<file path="src/rtl/apfe_pkg.sv">
package apfe_pkg;

    typedef enum logic [2:0] {
        ST_IDLE = 3'd0,
        ST_INIT = 3'd1,
        ST_FLAG = 3'd2,
        ST_DATA = 3'd3,
        ST_TAIL = 3'd4
    } sect_e;

endpackage

</file>
<file path="src/rtl/apfe_prescaler.sv">
module apfe_prescaler #(
    parameter int PRESC_W = 8
) (
    input  logic               clk,
    input  logic               rst_n,
    input  logic               en_i,
    input  logic [PRESC_W-1:0] div_i,
    output logic               tick_o
);

    logic [PRESC_W-1:0] pc_q;

    assign tick_o = en_i && (pc_q >= div_i);

    always_ff @(posedge clk or negedge rst_n) begin
        if (!rst_n) begin
            pc_q <= '0;
        end else if (!en_i || tick_o) begin
            pc_q <= '0;
        end else begin
            pc_q <= pc_q + 1'b1;
        end
    end


    pc_bound_chk: assert property (@(posedge clk) disable iff (!rst_n)
        (en_i && $past(en_i) && $stable(div_i)) |-> (pc_q <= div_i));

endmodule

</file>
<file path="src/rtl/apfe_sequencer.sv">
module apfe_sequencer
    import apfe_pkg::*;
#(
    parameter int ANGLE_W  = 12,
    parameter int INIT_LEN = 12,
    parameter int FLAG_LEN = 4,
    parameter int DATA_LEN = 4095,
    parameter int TAIL_LEN = 8,
    parameter int SEC_W    = 12
) (
    input  logic               clk,
    input  logic               rst_n,
    input  logic               en_i,
    input  logic               tick_i,
    input  logic [ANGLE_W-1:0] angle_i,
    input  logic               err_i,
    output sect_e              state_o,
    output logic [SEC_W-1:0]   cnt_o,
    output logic [ANGLE_W-1:0] ang_o,
    output logic               err_o
);

    sect_e              state_q, state_d;
    logic [SEC_W-1:0]   cnt_q, cnt_d;
    logic [ANGLE_W-1:0] ang_q;
    logic               err_q;
    logic               start_fr;

    localparam logic [SEC_W-1:0] INIT_LAST = SEC_W'(INIT_LEN - 1);
    localparam logic [SEC_W-1:0] FLAG_LAST = SEC_W'(FLAG_LEN - 1);
    localparam logic [SEC_W-1:0] DATA_LAST = SEC_W'(DATA_LEN - 1);
    localparam logic [SEC_W-1:0] TAIL_LAST = SEC_W'(TAIL_LEN - 1);

    // next-state and section counter
    always_comb begin
        state_d  = state_q;
        cnt_d    = cnt_q;
        start_fr = 1'b0;
        if (!en_i) begin
            state_d = ST_IDLE;
            cnt_d   = '0;
        end else if (tick_i) begin
            unique case (state_q)
                ST_IDLE: begin
                    state_d  = ST_INIT;
                    cnt_d    = '0;
                    start_fr = 1'b1;
                end
                ST_INIT: begin
                    if (cnt_q == INIT_LAST) begin
                        state_d = ST_FLAG;
                        cnt_d   = '0;
                    end else begin
                        cnt_d = cnt_q + 1'b1;
                    end
                end
                ST_FLAG: begin
                    if (cnt_q == FLAG_LAST) begin
                        state_d = ST_DATA;
                        cnt_d   = '0;
                    end else begin
                        cnt_d = cnt_q + 1'b1;
                    end
                end
                ST_DATA: begin
                    if (cnt_q == DATA_LAST) begin
                        state_d = ST_TAIL;
                        cnt_d   = '0;
                    end else begin
                        cnt_d = cnt_q + 1'b1;
                    end
                end
                ST_TAIL: begin
                    if (cnt_q == TAIL_LAST) begin
                        state_d  = ST_INIT;
                        cnt_d    = '0;
                        start_fr = 1'b1;
                    end else begin
                        cnt_d = cnt_q + 1'b1;
                    end
                end
                default: begin
                    state_d = ST_IDLE;
                    cnt_d   = '0;
                end
            endcase
        end
    end

    // state register
    always_ff @(posedge clk or negedge rst_n) begin
        if (!rst_n) begin
            state_q <= ST_IDLE;
            cnt_q   <= '0;
        end else begin
            state_q <= state_d;
            cnt_q   <= cnt_d;
        end
    end

    // frame-boundary capture
    always_ff @(posedge clk or negedge rst_n) begin
        if (!rst_n) begin
            ang_q <= '0;
            err_q <= 1'b0;
        end else if (start_fr) begin
            ang_q <= angle_i;
            err_q <= err_i;
        end
    end

    assign state_o = state_q;
    assign cnt_o   = cnt_q;
    assign ang_o   = ang_q;
    assign err_o   = err_q;


    latch_hold_chk: assert property (@(posedge clk) disable iff (!rst_n)
        !start_fr |=> ($stable(ang_q) && $stable(err_q)));


    idle_when_off_chk: assert property (@(posedge clk) disable iff (!rst_n)
        !en_i |=> (state_q == ST_IDLE));


    step_on_tick_chk: assert property (@(posedge clk) disable iff (!rst_n)
        (en_i && $past(en_i) && (state_q != $past(state_q))) |-> $past(tick_i));


    frame_wrap_chk: assert property (@(posedge clk) disable iff (!rst_n)
        ((state_q == ST_INIT) && ($past(state_q) == ST_TAIL)) |-> ($past(cnt_q) == TAIL_LAST));


    order_chk: assert property (@(posedge clk) disable iff (!rst_n)
        ((state_q == ST_DATA) && ($past(state_q) != ST_DATA)) |-> ($past(state_q) == ST_FLAG));

endmodule

</file>
<file path="src/rtl/apfe_pin_router.sv">
module apfe_pin_router
    import apfe_pkg::*;
#(
    parameter int ANGLE_W = 12,
    parameter int SEC_W   = 12,
    parameter bit OUT_REG = 1'b1
) (
    input  logic               clk,
    input  logic               rst_n,
    input  logic               en_i,
    input  logic               sel_i,
    input  sect_e              state_i,
    input  logic [SEC_W-1:0]   cnt_i,
    input  logic [ANGLE_W-1:0] ang_i,
    input  logic               err_i,
    output logic               pwm_w_o,
    output logic               pwm_i_o
);

    localparam int CMP_W = (SEC_W > ANGLE_W) ? SEC_W : ANGLE_W;

    logic line;

    // output decode per state
    always_comb begin
        unique case (state_i)
            ST_IDLE: line = 1'b0;
            ST_INIT: line = 1'b1;
            ST_FLAG: line = !err_i;
            ST_DATA: line = !err_i && (CMP_W'(cnt_i) < CMP_W'(ang_i));
            ST_TAIL: line = 1'b0;
            default: line = 1'b0;
        endcase
    end

    generate
        if (OUT_REG) begin : g_reg
            logic w_q, i_q;
            always_ff @(posedge clk or negedge rst_n) begin
                if (!rst_n) begin
                    w_q <= 1'b0;
                    i_q <= 1'b0;
                end else begin
                    w_q <= en_i && !sel_i && line;
                    i_q <= en_i &&  sel_i && line;
                end
            end
            assign pwm_w_o = w_q;
            assign pwm_i_o = i_q;


            off_low_chk: assert property (@(posedge clk) disable iff (!rst_n)
                !en_i |=> (!pwm_w_o && !pwm_i_o));


            err_blank_chk: assert property (@(posedge clk) disable iff (!rst_n)
                (err_i && ((state_i == ST_FLAG) || (state_i == ST_DATA))) |=> (!pwm_w_o && !pwm_i_o));
        end else begin : g_comb
            assign pwm_w_o = en_i && !sel_i && line;
            assign pwm_i_o = en_i &&  sel_i && line;
        end
    endgenerate


    one_pin_chk: assert property (@(posedge clk) disable iff (!rst_n)
        $onehot0({pwm_w_o, pwm_i_o}));

endmodule

</file>
<file path="src/rtl/angle_pwm_encoder.sv">
module angle_pwm_encoder
    import apfe_pkg::*;
#(
    parameter int ANGLE_W  = 12,
    parameter int PRESC_W  = 8,
    parameter int INIT_LEN = 12,
    parameter int FLAG_LEN = 4,
    parameter int DATA_LEN = 4095,
    parameter int TAIL_LEN = 8,
    parameter bit OUT_REG  = 1'b1
) (
    input  logic               clk,
    input  logic               rst_n,
    input  logic               pwm_en,
    input  logic               route_sel,
    input  logic [PRESC_W-1:0] tick_div,
    input  logic [ANGLE_W-1:0] angle_in,
    input  logic               fault_in,
    output logic               pwm_w,
    output logic               pwm_i
);

    localparam int MAX_AB  = (INIT_LEN > FLAG_LEN) ? INIT_LEN : FLAG_LEN;
    localparam int MAX_CD  = (DATA_LEN > TAIL_LEN) ? DATA_LEN : TAIL_LEN;
    localparam int MAX_LEN = (MAX_AB > MAX_CD) ? MAX_AB : MAX_CD;
    localparam int SEC_W   = (MAX_LEN > 1) ? $clog2(MAX_LEN) : 1;

    logic               tick;
    sect_e              state;
    logic [SEC_W-1:0]   sec_cnt;
    logic [ANGLE_W-1:0] ang_l;
    logic               err_l;

    apfe_prescaler #(
        .PRESC_W (PRESC_W)
    ) u_presc (
        .clk    (clk),
        .rst_n  (rst_n),
        .en_i   (pwm_en),
        .div_i  (tick_div),
        .tick_o (tick)
    );

    apfe_sequencer #(
        .ANGLE_W  (ANGLE_W),
        .INIT_LEN (INIT_LEN),
        .FLAG_LEN (FLAG_LEN),
        .DATA_LEN (DATA_LEN),
        .TAIL_LEN (TAIL_LEN),
        .SEC_W    (SEC_W)
    ) u_seq (
        .clk     (clk),
        .rst_n   (rst_n),
        .en_i    (pwm_en),
        .tick_i  (tick),
        .angle_i (angle_in),
        .err_i   (fault_in),
        .state_o (state),
        .cnt_o   (sec_cnt),
        .ang_o   (ang_l),
        .err_o   (err_l)
    );

    apfe_pin_router #(
        .ANGLE_W (ANGLE_W),
        .SEC_W   (SEC_W),
        .OUT_REG (OUT_REG)
    ) u_route (
        .clk     (clk),
        .rst_n   (rst_n),
        .en_i    (pwm_en),
        .sel_i   (route_sel),
        .state_i (state),
        .cnt_i   (sec_cnt),
        .ang_i   (ang_l),
        .err_i   (err_l),
        .pwm_w_o (pwm_w),
        .pwm_i_o (pwm_i)
    );


    reset_idle_chk: assert property (@(posedge clk)
        !rst_n |-> ((state == ST_IDLE) && !pwm_w && !pwm_i));

endmodule

</file>
<file path="config.mk">
export PLATFORM = sky130hd
export DESIGN_NAME = angle_pwm_encoder
export DESIGN_NICKNAME = d
export VERILOG_FILES = /design/src/rtl/apfe_pkg.sv /design/src/rtl/apfe_prescaler.sv /design/src/rtl/apfe_sequencer.sv /design/src/rtl/apfe_pin_router.sv /design/src/rtl/angle_pwm_encoder.sv
export SDC_FILE = /design/constraint.sdc
export NUM_CORES = 1
export LEC_CHECK = 0
export BUFFER_PORTS_ARGS = -buffer_cell sky130_fd_sc_hd__buf_2
export CAP_MARGIN = 20
export CORE_UTILIZATION = 35
export CTS_BUF_LIST = sky130_fd_sc_hd__clkbuf_2 sky130_fd_sc_hd__clkbuf_4 sky130_fd_sc_hd__clkbuf_8
export CTS_CLUSTER_SIZE = 25
export DETAILED_ROUTE_END_ITERATION = 8
export SKIP_CTS_REPAIR_TIMING = 1
export SYNTH_ARGS = -nofsm -noshare
export SYNTH_HDL_FRONTEND = slang
export SYNTH_SLANG_ARGS = --single-unit
export TNS_END_PERCENT = 1
</file>
<file path="constraint.sdc">
create_clock -name clk -period 3.15 [get_ports clk]
set_clock_uncertainty 0.2 [all_clocks]
set_input_delay 0.4725 -clock clk [delete_from_list [all_inputs] [get_ports clk]]
set_output_delay 0.4725 -clock clk [all_outputs]
set_load 0.02 [all_outputs]
</file>
## Yosys cells after proc, flatten, opt, wreduce, memory -nomap -nowiden

Cells that the tools add are included.

| cells by class | value |
|---|---|
| add/sub/neg operators | 2 |
| order comparisons | 2 |
| eq/ne operators | 13 |
| muxes and demuxes | 20 |
| reduce and logical (&&, ||, !) cells | 12 |

Operators by type and width:

| cell | number |
|---|---|
| $mux W12 | 6 |
| $pmux W12 S4 | 1 |
| $mux W3 | 6 |
| $pmux W3 S5 | 1 |
| $add A12 B1 Y12 const B | 1 |
| $eq A12 B12 Y1 const B | 1 |
| $eq A12 B2 Y1 const B | 1 |
| $eq A12 B3 Y1 const B | 1 |
| $eq A12 B4 Y1 const B | 1 |
| $lt A12 B12 Y1 | 1 |
| $ne A3 B3 Y1 const B | 3 |
| $add A8 B1 Y8 const B | 1 |
| $ge A8 B8 Y1 | 1 |
| $mux W8 | 1 |
| $eq A3 B2 Y1 const B | 2 |
| $logic_and A1 B1 Y1 | 6 |
| $reduce_and A5 Y1 | 1 |
| $eq A3 B1 Y1 const B | 1 |
| $eq A3 B3 Y1 const B | 1 |
| $logic_not A1 Y1 | 3 |
| $logic_not A3 Y1 | 1 |
| $mux W1 | 3 |
| $ne A3 B2 Y1 const B | 1 |
| $pmux W1 S3 | 1 |
| 3 further kinds | 3 |

| storage, ports and cells | value |
|---|---|
| bits in registers | 38 |
| bits of input ports | 25 |
| output and inout port bits | 2 |
| logic and storage cells | 56 |

## Logic depth before layout (Yosys ltp)

| depth | value |
|---|---|
| word-level depth | 5 |
| gate-level depth with buffers | 9 |
| depth with buffers taken out | 8 |

## By module

A second synthesis with hierarchy kept.

| unflattened totals | value |
|---|---|
| cells, all modules | 244 |
| area total of the unflattened synthesis | 2534.9 um2 |

Modules (own cells, without submodules):

| module | times used | cells each | area each (um2) | sequential area each (um2) |
|---|---|---|---|---|
| apfe_sequencer | 1 | 136 | 1572.8 | 700.7 |
| apfe_prescaler | 1 | 59 | 578.1 | 200.2 |
| apfe_pin_router | 1 | 49 | 384.1 | 50.0 |

## Least setup slack after synthesis

Ideal clock, no wire load.

| timing | value |
|---|---|
| path type | input port to flip-flop |
| start point | in tick_div[6] |
| end point | reg u_seq.ang_q[10], in the netlist u_seq.ang_o[10] |
| library setup time | 0.128 ns |
| data arrival time | 2.179 ns |
| required time | 2.822 ns |
| path slack | 0.643 ns |
| stages | 9 |
| path buffers | 1 |
| path through | inv_1 -> ha_1 -> a21oi_1 -> nand2_1 -> a211o_1 -> nor2_1 -> nand4b_1 -> buf_2 -> mux2_1 |

| on the way | value |
|---|---|
| word-level cells in the longest chain between the ends | 4 |

RTL lines:

| what | RTL line | RTL |
|---|---|---|
| start: declaration | angle_pwm_encoder.sv:16 | `input logic [PRESC_W-1:0] tick_div,` |
| $ge A8 B8 Y1 | apfe_prescaler.sv:13 | `assign tick_o = en_i && (pc_q >= div_i);` |
| $logic_and A1 B1 Y1 | apfe_prescaler.sv:13 |  |
| $mux W1 | apfe_sequencer.sv:42 | `end else if (tick_i) begin` |
| $mux W1 | apfe_sequencer.sv:39 | `if (!en_i) begin` |
| end signal: assignment | apfe_sequencer.sv:107 | `ang_q <= angle_i;` |
| end: declaration | apfe_sequencer.sv:25 | `logic [ANGLE_W-1:0] ang_q;` |

No other way between the ends.
A chain may end at the register's enable or synchronous reset.

## Worst setup path after layout

| timing | value |
|---|---|
| start point | reg u_presc.pc_q[0] |
| end point | reg u_seq.cnt_q[6], in the netlist u_seq.cnt_o[6] |

| on the way | value |
|---|---|
| word-level cells in the longest chain between the ends | 3 |

RTL lines:

| what | RTL line | RTL |
|---|---|---|
| start: declaration | apfe_prescaler.sv:11 | `logic [PRESC_W-1:0] pc_q;` |
| start signal: assignment | apfe_prescaler.sv:21 | `pc_q <= pc_q + 1'b1;` |
| $ge A8 B8 Y1 | apfe_prescaler.sv:13 |  |
| $logic_and A1 B1 Y1 | apfe_prescaler.sv:13 |  |
| $ne A2 B1 Y1 (no line) | - |  |
| end signal: assignment | apfe_sequencer.sv:97 | `cnt_q <= cnt_d;` |
| end: declaration | apfe_sequencer.sv:24 | `logic [SEC_W-1:0] cnt_q, cnt_d;` |

No other way between the ends.

==> impl_metrics.toml <==
[drt]
avgViaCountPerCell = 5.45
dr.pass1.iters = 6
wire_per_inst_um = 14.5
drc_errors = 10
drt_iter0_markers = 148
ant_nets = 0
totalWireLength_um = 5060
routed-via-count = 1901

[global_route]
grt_pass1_vias = 1838
grt_max_degree = 39
grt_first_pass_wirelength_um = 8830
grt_usage = 0.158
gr-total-overflow = 0
antenna_found_initial = 0

[clocking]
cts_buffers = 5
cts.sinks = 38
htree_levels = 2
path_clk_slew_ns = 0.07
clkLatencyLatePin_ns = 0.29
cts_buffer_depth = 2
cts_root_buf = "clkbuf_8"
cts_tree = "done"

[place]
io_buffers = 26
dpl.hpwl_um = 3680
place_area_um2 = 2570
place.gp.congestion = 0.765

[floorplanning]
die_w_um = 84.4
dieArea_um2 = 7130
die_h_um = 84.4
core-area_um2 = 6460
num_rows = 29
io_pins = 27
start_util = 0.368

[sta]
fmax_ghz = 0.391
timing.slew.headroom = 0.408
min_period_ns = 2.56
period_share = 0.811
slew_violations = 0
rsz0062_at_grt = "false"
tightest_slew_ns = 0.888
tns_ns = 0
hold_viol_final = 0
finalSetupViolCount = 0

[yosys]
ys.flop_type = "dfrtp_1"
yosysTopAreaCell = "dfrtp_1"
syn_area_um2 = 2380
syn-num-nets = 294
synth.distinct_cells = 50
synth_edf_count = 0
synth_top_area_frac = 0.400
postSynthCellCount = 247
avgSynthCellArea_um2 = 9.63
synth-async-reset-ratio = 1.00
synth-seq-cells = 38
seq_area_frac_synth = 0.400
ys_warn_count = 0
synth_area_leaders = "dfrtp_1, ha_1, mux2_1, inv_1, nor2_1"

[run_status]
violations = "DRC"
outcome = "finished with violations"

[setup_path]
arrival_ns = 2.53
worstPathRequired_ns = 3.13
critical-path-top-delay-family = "simple AND/OR/NAND/NOR gates"
crit_buf_inv = 2
cp-end-kind = "flip-flop"
cp_max_fo = 11
crit_path_start = "u_presc.pc_q[0]"
timing.rr.start = "u_presc.pc_q[0]"
cp_slowest_cell = "dfrtp_1"
worstPathCellList = "inv_1 > ha_1 > nand2b_1 > a211oi_1 > nor3_1 > nor2_1 > buf_4 > nand3b_1 > o41ai_1"
cp-start-kind = "flip-flop"
path_class = "flip-flop to flip-flop"
crit_path_max_incr_delay_ns = 0.44

[pwr]
pwr_density_cell_nw_per_um2 = 390
vdd.ir_drop.worst_v = 0.000145
power_leakage_uw = 0.00127

[min_path]
holdCritPathClass = "input pin to async pin"

[flow_run]
maxCapViolCount = 0

[final_layout]
nets = 319
area_growth_pct = 11.5
final_layout_size_suffix_gt1_frac = 0.147
final_cell_mix = "dfrtp_1, buf_2, inv_1, ha_1, nor2_1"
antenna_cells = 0
finalInstanceArea_um2 = 2650
final_common_cell = "dfrtp_1"
==> path summary, 6_finish.rpt <==
check	end	slack, ns	cells past startpoint
setup / recovery	u_seq.cnt_o[6]	0.59	9
max in group asynchronous	u_seq.cnt_o[2]	2.09	1
min in group clk	u_route.pwm_w_o	0.14	2
setup reg to reg	u_seq.cnt_o[6]	0.59	9
hold reg to reg	u_seq.ang_o[6]	0.30	1
hold / removal	u_presc.pc_q[1]	0.11	1
==> final cells by class <==
type | count | area (um2)
inverters | 25 | 93.8
repair buffers | 30 | 160
multi-input cells | 172 | 1270
flip-flops and latches | 38 | 951
fillers | 641 | 3810
clock buffers | 5 | 68.8
well taps | 77 | 96.3
clock inverters | 2 | 10.0
==> layer usage <==
layer	vias to the layer above	GRT usage	share of wire
li1	945	-	-
met1	914	0.215	0.50
met2	36	0.253	0.45
met3	6	0.0393	0.036
met4	0	0.0370	0.012
met5	-	0	0
==> state kept, by name, summed over array words and instances, names as in the netlist <==
register and cells:
u_seq.ang_o 12, u_seq.cnt_o 12, u_presc.pc_q 8, u_seq.state_o 3
u_route.pwm_i_o 1, u_route.pwm_w_o 1, u_seq.err_o 1
==> power breakdown <==
group	internal [uW]	total, uW	switching (uW)
Sequential	525	552	26.3
Combinational	75.4	165	89.2
Clock	149	319	171
==> kinds of logic (layout without fill, tap and decap cells) <==
logic type | count (synthesis) | after routing | synth area share
muxes | 13 | 13 | 0.0615
AOI/OAI and AO/OA | 53 | 53 | 0.157
buffers and inverters | 37 | 62 | 0.0652
and+or+nand+nor | 77 | 77 | 0.175
DFF | 38 | 38 | 0.400
xor gates and xnor gates | 7 | 7 | 0.0258
adders and majority gates | 22 | 22 | 0.116
==> metrics by stage <==
step | util | total power [uW] | worst slack, ns | std cells | hold slack [ns]
after floorplan | - | 663 | 0.643 | 247 | -0.0231
after global placement | 0.398 | 721 | 0.496 | 342 | 0.277
after detailed placement | 0.398 | 729 | 0.404 | 342 | 0.283
after CTS | 0.411 | 1050 | 0.533 | 349 | 0.126
after global routing | 0.411 | 1100 | 0.259 | 349 | 0.125
final | 0.411 | 1040 | 0.594 | 349 | 0.107
==> worst register-to-register path: stages, from the launching register on <==
cell and delay (ns):
dfrtp_1 0.44, inv_1 0.07, ha_1 0.26, nand2b_1 0.09, a211oi_1 0.07, nor3_1 0.29
nor2_1 0.10, buf_4 0.18, nand3b_1 0.38, o41ai_1 0.36
==> cells in the mapped netlist (7+ instances only) <==
cell type	number
and3_1	9
dfrtp_1	38
ha_1	22
inv_1	23
mux2_1	13
nand2_1	10
nand3_1	11
nand4_1	7
nor2_1	16
o21ai_1	7
o31ai_1	7
No activity file was read; power rests on OpenSTA's default activity.
